<file path="config.mk">
export PLATFORM = sky130hd
export DESIGN_NAME = bus_select_front
export DESIGN_NICKNAME = d
export VERILOG_FILES = /design/src/rtl/bus_fe_pkg.sv /design/src/rtl/bfe_sync.sv /design/src/rtl/bfe_addr_hold.sv /design/src/rtl/bfe_access_gen.sv /design/src/rtl/bus_select_front.sv
export SDC_FILE = /design/constraint.sdc
export NUM_CORES = 1
export LEC_CHECK = 0
export BUFFER_PORTS_ARGS = -buffer_cell sky130_fd_sc_hd__buf_2
export CAP_MARGIN = 10
export CORE_MARGIN = 1.5
export CORE_UTILIZATION = 30
export DETAILED_ROUTE_END_ITERATION = 10
export GPL_TIMING_DRIVEN = 0
export PLACE_DENSITY = 0.58
export SYNTH_ARGS = -nofsm -noshare
export SYNTH_HDL_FRONTEND = slang
export SYNTH_SLANG_ARGS = --single-unit
</file>
<file path="constraint.sdc">
create_clock -name clk -period 1.35 [get_ports clk]
set_clock_uncertainty 0.05 [all_clocks]
set_input_delay 0 -clock clk [delete_from_list [all_inputs] [get_ports clk]]
set_output_delay 0 -clock clk [all_outputs]
set_load 0.02 [all_outputs]
</file>
<file path="src/rtl/bus_fe_pkg.sv">
// Shared types for the latched register-select bus front end.
// Assumes: the read/write strobe group is always four bits, two per direction.
package bus_fe_pkg;

    // Synchronised read/write strobe group, one polarity pair per direction.
    typedef struct packed {
        logic rd_n;
        logic rd_p;
        logic wr_n;
        logic wr_p;
    } strb_t;

    localparam strb_t STRB_IDLE = '{rd_n: 1'b1, rd_p: 1'b0, wr_n: 1'b1, wr_p: 1'b0};

    // Chip-select decode: A and B high, C low.
    function automatic logic cs_match(input logic [2:0] cs);
        return cs[2] & cs[1] & ~cs[0];
    endfunction

endpackage

</file>
<file path="src/rtl/bfe_sync.sv">
// Multi-flop synchroniser for a bus of asynchronous pins.
// Assumes: bits are treated independently; reset forces each bit to RST_VAL.
module bfe_sync #(
    parameter int          WIDTH   = 8,
    parameter int          STAGES  = 2,
    parameter logic [WIDTH-1:0] RST_VAL = '0
) (
    input  logic             clk,
    input  logic             rst_n,
    input  logic [WIDTH-1:0] d_i,
    output logic [WIDTH-1:0] q_o
);

    logic [WIDTH-1:0] stage_q [STAGES];

    for (genvar s = 0; s < STAGES; s++) begin : g_stage
        // Shift the bus one flop further down the chain.
        always_ff @(posedge clk) begin
            if (!rst_n) begin
                stage_q[s] <= RST_VAL;
            end else if (s == 0) begin
                stage_q[s] <= d_i;
            end else begin
                stage_q[s] <= stage_q[(s == 0) ? 0 : s-1];
            end
        end
    end

    assign q_o = stage_q[STAGES-1];

endmodule

</file>
<file path="src/rtl/bfe_addr_hold.sv">
// Address and chip-select hold stage controlled by the synchronised strobe.
// Strobe low: the inputs pass through. Strobe high: the last low-cycle values are kept.
// Assumes: all inputs come from the same synchroniser, so they arrive together.
module bfe_addr_hold #(
    parameter int ADDR_W = 3
) (
    input  logic              clk,
    input  logic              rst_n,
    input  logic              stb_s,
    input  logic [ADDR_W-1:0] addr_s,
    input  logic [2:0]        cs_s,
    output logic [ADDR_W-1:0] eff_addr,
    output logic [2:0]        eff_cs
);

    logic [ADDR_W-1:0] held_addr_q;
    logic [2:0]        held_cs_q;

    // Track the inputs while the strobe is low, freeze while it is high.
    always_ff @(posedge clk) begin
        if (!rst_n) begin
            held_addr_q <= '0;
            held_cs_q   <= 3'b000;
        end else if (!stb_s) begin
            held_addr_q <= addr_s;
            held_cs_q   <= cs_s;
        end
    end

    // Pass through when transparent, otherwise use the held copy.
    always_comb begin
        eff_addr = stb_s ? held_addr_q : addr_s;
        eff_cs   = stb_s ? held_cs_q   : cs_s;
    end

    AST_HOLD_FROZEN: assert property (@(posedge clk) disable iff (!rst_n)
        stb_s |=> ($stable(held_addr_q) && $stable(held_cs_q)));

endmodule

</file>
<file path="src/rtl/bfe_access_gen.sv">
// Turns the effective select and the synchronised strobes into registered
// enables, a transceiver disable and a sticky conflict flag.
// Assumes: inputs are already synchronous to clk.
module bfe_access_gen
    import bus_fe_pkg::*;
#(
    parameter int ADDR_W = 3
) (
    input  logic              clk,
    input  logic              rst_n,
    input  logic [ADDR_W-1:0] eff_addr,
    input  logic [2:0]        eff_cs,
    input  strb_t             strb_s,
    output logic [ADDR_W-1:0] reg_sel_o,
    output logic              rd_en_o,
    output logic              wr_en_o,
    output logic              xcvr_off_o,
    output logic              proto_err_o
);

    logic selected;
    logic rd_act, wr_act, rd_act_q, wr_act_q;
    logic clash, rd_pulse, wr_pulse;

    // Combine chip selects and both strobe polarities into request levels.
    always_comb begin
        selected = cs_match(eff_cs);
        rd_act   = selected & (~strb_s.rd_n | strb_s.rd_p);
        wr_act   = selected & (~strb_s.wr_n | strb_s.wr_p);
        clash    = rd_act & wr_act;
        rd_pulse = rd_act & ~rd_act_q & ~wr_act;
        wr_pulse = wr_act & ~wr_act_q & ~rd_act;
    end

    // Remember the previous request levels for edge detection.
    always_ff @(posedge clk) begin
        if (!rst_n) begin
            rd_act_q <= 1'b0;
            wr_act_q <= 1'b0;
        end else begin
            rd_act_q <= rd_act;
            wr_act_q <= wr_act;
        end
    end

    // Register the outputs seen by the register file and the pad ring.
    always_ff @(posedge clk) begin
        if (!rst_n) begin
            reg_sel_o   <= '0;
            rd_en_o     <= 1'b0;
            wr_en_o     <= 1'b0;
            xcvr_off_o  <= 1'b1;
            proto_err_o <= 1'b0;
        end else begin
            reg_sel_o   <= eff_addr;
            rd_en_o     <= rd_pulse;
            wr_en_o     <= wr_pulse;
            xcvr_off_o  <= ~rd_act;
            proto_err_o <= proto_err_o | clash;
        end
    end

    AST_RD_SINGLE: assert property (@(posedge clk) disable iff (!rst_n)
        rd_en_o |=> !rd_en_o);
    AST_WR_SINGLE: assert property (@(posedge clk) disable iff (!rst_n)
        wr_en_o |=> !wr_en_o);
    AST_NO_DUAL_EN: assert property (@(posedge clk) disable iff (!rst_n)
        !(rd_en_o && wr_en_o));
    AST_ERR_STICKY: assert property (@(posedge clk) disable iff (!rst_n)
        proto_err_o |=> proto_err_o);
    AST_RD_DRIVES: assert property (@(posedge clk) disable iff (!rst_n)
        rd_en_o |-> !xcvr_off_o);
    AST_SEL_GATE: assert property (@(posedge clk) disable iff (!rst_n)
        (rd_pulse || wr_pulse) |-> selected);

endmodule

</file>
<file path="src/rtl/bus_select_front.sv">
// Top of the bus front end: synchroniser, address hold stage, access generator.
// Assumes: bus pins are asynchronous to clk and stay stable for at least
// two clock cycles per phase.
module bus_select_front
    import bus_fe_pkg::*;
#(
    parameter int ADDR_W      = 3,
    parameter int SYNC_STAGES = 2
) (
    input  logic              clk,
    input  logic              rst_n,
    input  logic [ADDR_W-1:0] addr_i,
    input  logic              cs_a_i,
    input  logic              cs_b_i,
    input  logic              cs_c_i,
    input  logic              adr_stb_i,
    input  logic              rd_n_i,
    input  logic              rd_p_i,
    input  logic              wr_n_i,
    input  logic              wr_p_i,
    output logic [ADDR_W-1:0] reg_sel_o,
    output logic              rd_en_o,
    output logic              wr_en_o,
    output logic              xcvr_off_o,
    output logic              proto_err_o
);

    localparam int BUS_W = 1 + ADDR_W + 3 + $bits(strb_t);
    localparam logic [BUS_W-1:0] BUS_IDLE = {1'b0, {ADDR_W{1'b0}}, 3'b000, STRB_IDLE};

    logic [BUS_W-1:0]  bus_raw, bus_s;
    logic              stb_s;
    logic [ADDR_W-1:0] addr_s, eff_addr;
    logic [2:0]        cs_s, eff_cs;
    strb_t             strb_s;

    assign bus_raw = {adr_stb_i, addr_i, cs_a_i, cs_b_i, cs_c_i,
                      rd_n_i, rd_p_i, wr_n_i, wr_p_i};

    bfe_sync #(
        .WIDTH   (BUS_W),
        .STAGES  (SYNC_STAGES),
        .RST_VAL (BUS_IDLE)
    ) u_sync (
        .clk   (clk),
        .rst_n (rst_n),
        .d_i   (bus_raw),
        .q_o   (bus_s)
    );

    assign {stb_s, addr_s, cs_s, strb_s} = bus_s;

    bfe_addr_hold #(
        .ADDR_W (ADDR_W)
    ) u_hold (
        .clk      (clk),
        .rst_n    (rst_n),
        .stb_s    (stb_s),
        .addr_s   (addr_s),
        .cs_s     (cs_s),
        .eff_addr (eff_addr),
        .eff_cs   (eff_cs)
    );

    bfe_access_gen #(
        .ADDR_W (ADDR_W)
    ) u_access (
        .clk         (clk),
        .rst_n       (rst_n),
        .eff_addr    (eff_addr),
        .eff_cs      (eff_cs),
        .strb_s      (strb_s),
        .reg_sel_o   (reg_sel_o),
        .rd_en_o     (rd_en_o),
        .wr_en_o     (wr_en_o),
        .xcvr_off_o  (xcvr_off_o),
        .proto_err_o (proto_err_o)
    );

endmodule

</file>
==> metrics.cfg <==
[setup_path]
required_ps = 1530
r2r_end = u_access.wr_en_o
r2r_setup_slack_ps = 100
start_kind = flop
crit_family = simple AND/OR/NAND/NOR gates
crit_fanout = 8
r2r_start = u_sync.stage_q[1][10]
rr_worst_depth = 4
cp_slowest_cell = and4bb_4
max_stage_delay_ps = 330
critPathBufInv = 1
worstPathArrival_ps = 1440
crit_path_cell_trace = buf_6, and4bb_4, o21ai_2, nor4_2
path_class = flop to flop
end_kind = flop

[synthesis]
avgSynthCellArea_um2 = 12.22
yosysSeqAreaShare_pct = 64.76
netlist_area_um2 = 1051
synth_cells = 86
synth_area_leaders = dfxtp_1 (65%), and2_1 (11%), mux2i_1 (5.7%)
synth_cell_types = 17
yosys.area.top_type = dfxtp_1
ys_ff_latch = 34
syn_nets = 99
synth_top_cell_area_share_pct = 64.76
ys.warnings.count = 0

[global_routing]
antenna_found_initial = 0
grt.overflow.total = 0
grt_max_degree = 11
first_global_vias = 651
grt_pass1_wl_um = 2760
grtUsageTotal_pct = 9.403

[hold_path]
whs_path_depth = 3
hold_path.startpoint = wr_n_i
hold_path_end = u_sync.stage_q[0][1]
hold_path.class = input port to flop

[die]
die_w_um = 62.19
initial_core_util_pct = 31.50
pin_count = 20
die_h_um = 62.19
design.die.area_um2 = 3868
core_area_um2 = 3337
rows = 21

[route]
wl_per_cell_um = 9.035
drt-pass1-iter-count = 3
drt-total-wl_um = 1545
drtIter0Drc = 10
viasPerCell = 3.912
drt_drc_violations_left = 0
detail-route-antenna-nets = 0
vias = 669

[sta]
worst-slew-pin-transition_ps = 351.2
period_share_pct = 92.95
hold_viol = 0
fin_hold_ws_ps = 354.4
finalSetupViolCount = 0
layout_min_cycle_time_ps = 1255
setup_tns_ps = 0
rsz0062_at_grt = false
maxSlewHeadroom_pct = 76.58
maxSlewViolCount = 0
max_clock_freq_mhz = 797.0

[clock_network]
clockBufferDepth = 2
cts-buffers-inserted = 5
h-tree-depth = 2
clock-sinks = 34
insertion_delay_ps = 320
cts.clk_slew.worst_paths_ps = 90
cts_tree = built
cts_root_buffer = clkbuf_4

[finish]
areaGrowthSynthToFinish_pct = 31.79
final_layout_size_suffix_gt1_share_pct = 26.40
diodes = 0
design_area_um2 = 1385
final_nets = 137
fill_cells = 340

[placement]
port_buffers = 19
gp_congestion = 0.6559
placed_area_um2 = 1204

[run]
drv_cap = 0

[power]
p_leak_uw = 0.0005882
cell_internal_pwr_uw = 1358
power_switching_uw = 359.6
powerDensity_nw_per_um2 = 1240
p_sw_share_pct = 20.94
ir_drop_v = 0.0004958
finalPower_uw = 1717
combPwrFrac_pct = 6.4
pwr-share-seq_pct = 61.0
power_frac_clock_pct = 32.6

[status]
status = complete, no violations

==> cell usage after synthesis <==
library cell	number
mux2i_1	6
o21ai_2	1
o2111ai_1	1
dfxtp_1	34
nand2_1	2
nor2b_1	7
inv_1	1
buf_6	1
and4bb_4	1
and4b_1	1
nor3_2	1
nor2_1	1
o211ai_2	1
nor4_2	1
clkbuf_1	3
and2_1	18
nand2b_1	6
==> flip-flops by register name, summed over array words and instances (netlist names) <==
name                  cells
u_access.proto_err_o      1
u_access.rd_act_q         1
u_access.rd_en_o          1
u_access.reg_sel_o        3
u_access.wr_act_q         1
u_access.wr_en_o          1
u_access.xcvr_off_o       1
u_hold.held_cs_q          3
u_sync.stage_q           22
==> routing by layer <==
metal | share of wire [%] | up-vias | wire [µm] | global-route usage, %
li1 | - | 352 | - | -
met1 | 46 | 295 | 715 | 10.40
met2 | 46 | 18 | 709 | 15.08
met3 | 5.5 | 4 | 85 | 4.891
met4 | 2.3 | 0 | 35 | 4.167
met5 | 0 | - | 0 | 0
==> final cells by class <==
| cell class | instances | area (µm²) | area share (%) |
|---|---|---|---|
| tap | 46 | 57.56 | 4.155 |
| clock buffer | 7 | 55.05 | 3.975 |
| multi-input combinational | 47 | 345.3 | 24.93 |
| timing repair buffer | 31 | 215.2 | 15.54 |
| sequential | 34 | 680.7 | 49.14 |
| inverter | 1 | 3.754 | 0.2710 |
| buffer | 4 | 22.52 | 1.626 |
| clock inverter | 1 | 5.005 | 0.3613 |
==> how the worst max path moves through the flow <==
stage / start / to / cells after the start
after floorplan: u_sync.stage_q[1][10] / u_access.wr_en_o / 4
after global placement: u_sync.stage_q[1][10] / u_access.wr_en_o / 4
after detailed placement: u_sync.stage_q[1][10] / u_access.wr_en_o / 4
after CTS: u_sync.stage_q[1][10] / u_access.wr_en_o / 4
after global routing: u_sync.stage_q[1][10] / u_access.wr_en_o / 4
final: u_sync.stage_q[1][10] / u_access.wr_en_o / 4
==> what timing repair did <==
item / CTS / global route
hold buffers: 12 / 0
resized for setup: 0 / 1
setup buffers: 0 / 0
setup endpoints to repair: 0 / 1
hold endpoints to repair: 16 / 0
==> per-stage QoR <==
step | util, % | setup slack (ps) | instances
2_1_floorplan | - | 210.9 | 86
3_3_place_gp | 36.07 | 145.5 | 151
3_5_place_dp | 36.07 | 94.30 | 151
4_1_cts | 41.47 | 71.38 | 171
5_1_grt | 41.51 | 20.15 | 171
6_report | 41.51 | 95.23 | 171
==> kinds of logic after synthesis <==
logic type | Yosys count | share of synthesized area (%)
AND/OR/NAND/NOR | 38 | 24.17
flip-flops | 34 | 64.76
multiplexers | 6 | 5.715
buffers and inverters | 5 | 2.500
AO/OA/AOI/OAI | 3 | 2.857
==> power by group through the flow <==
stage	clock [µW]	sequential (µW)	combinational, µW
after global placement	0	1070	82.4
after global routing	626	1050	124
after CTS	577	1050	112
final	559	1050	110
after floorplan	0	1070	50.9
after detailed placement	0	1070	85.2
==> placed cells by master, fill, tap and decap left out <==
master,netlist,layout
and2_1,18,18
and4b_2,0,1
and4bb_4,1,1
buf_2,0,19
buf_6,1,1
clkbuf_1,3,4
clkbuf_4,0,5
clkbuf_8,0,1
clkinv_2,0,1
dfxtp_1,34,34
dlygate4sd3_1,0,12
inv_1,1,1
mux2i_1,6,6
nand2_1,2,2
nand2b_1,6,6
nor2_1,1,1
nor2b_1,7,7
nor3_2,1,1
nor4_2,1,1
o2111ai_1,1,1
o211ai_2,1,1
o21ai_2,1,1
==> worst reg2reg max path, delay by kind of cell (launching register included) <==
kind            cells  cell delay [ps]
compound gates      1               70
buf+inv             1              130
simple gates        2              590
flops               1              320
Power figures use the tool's default switching activity.
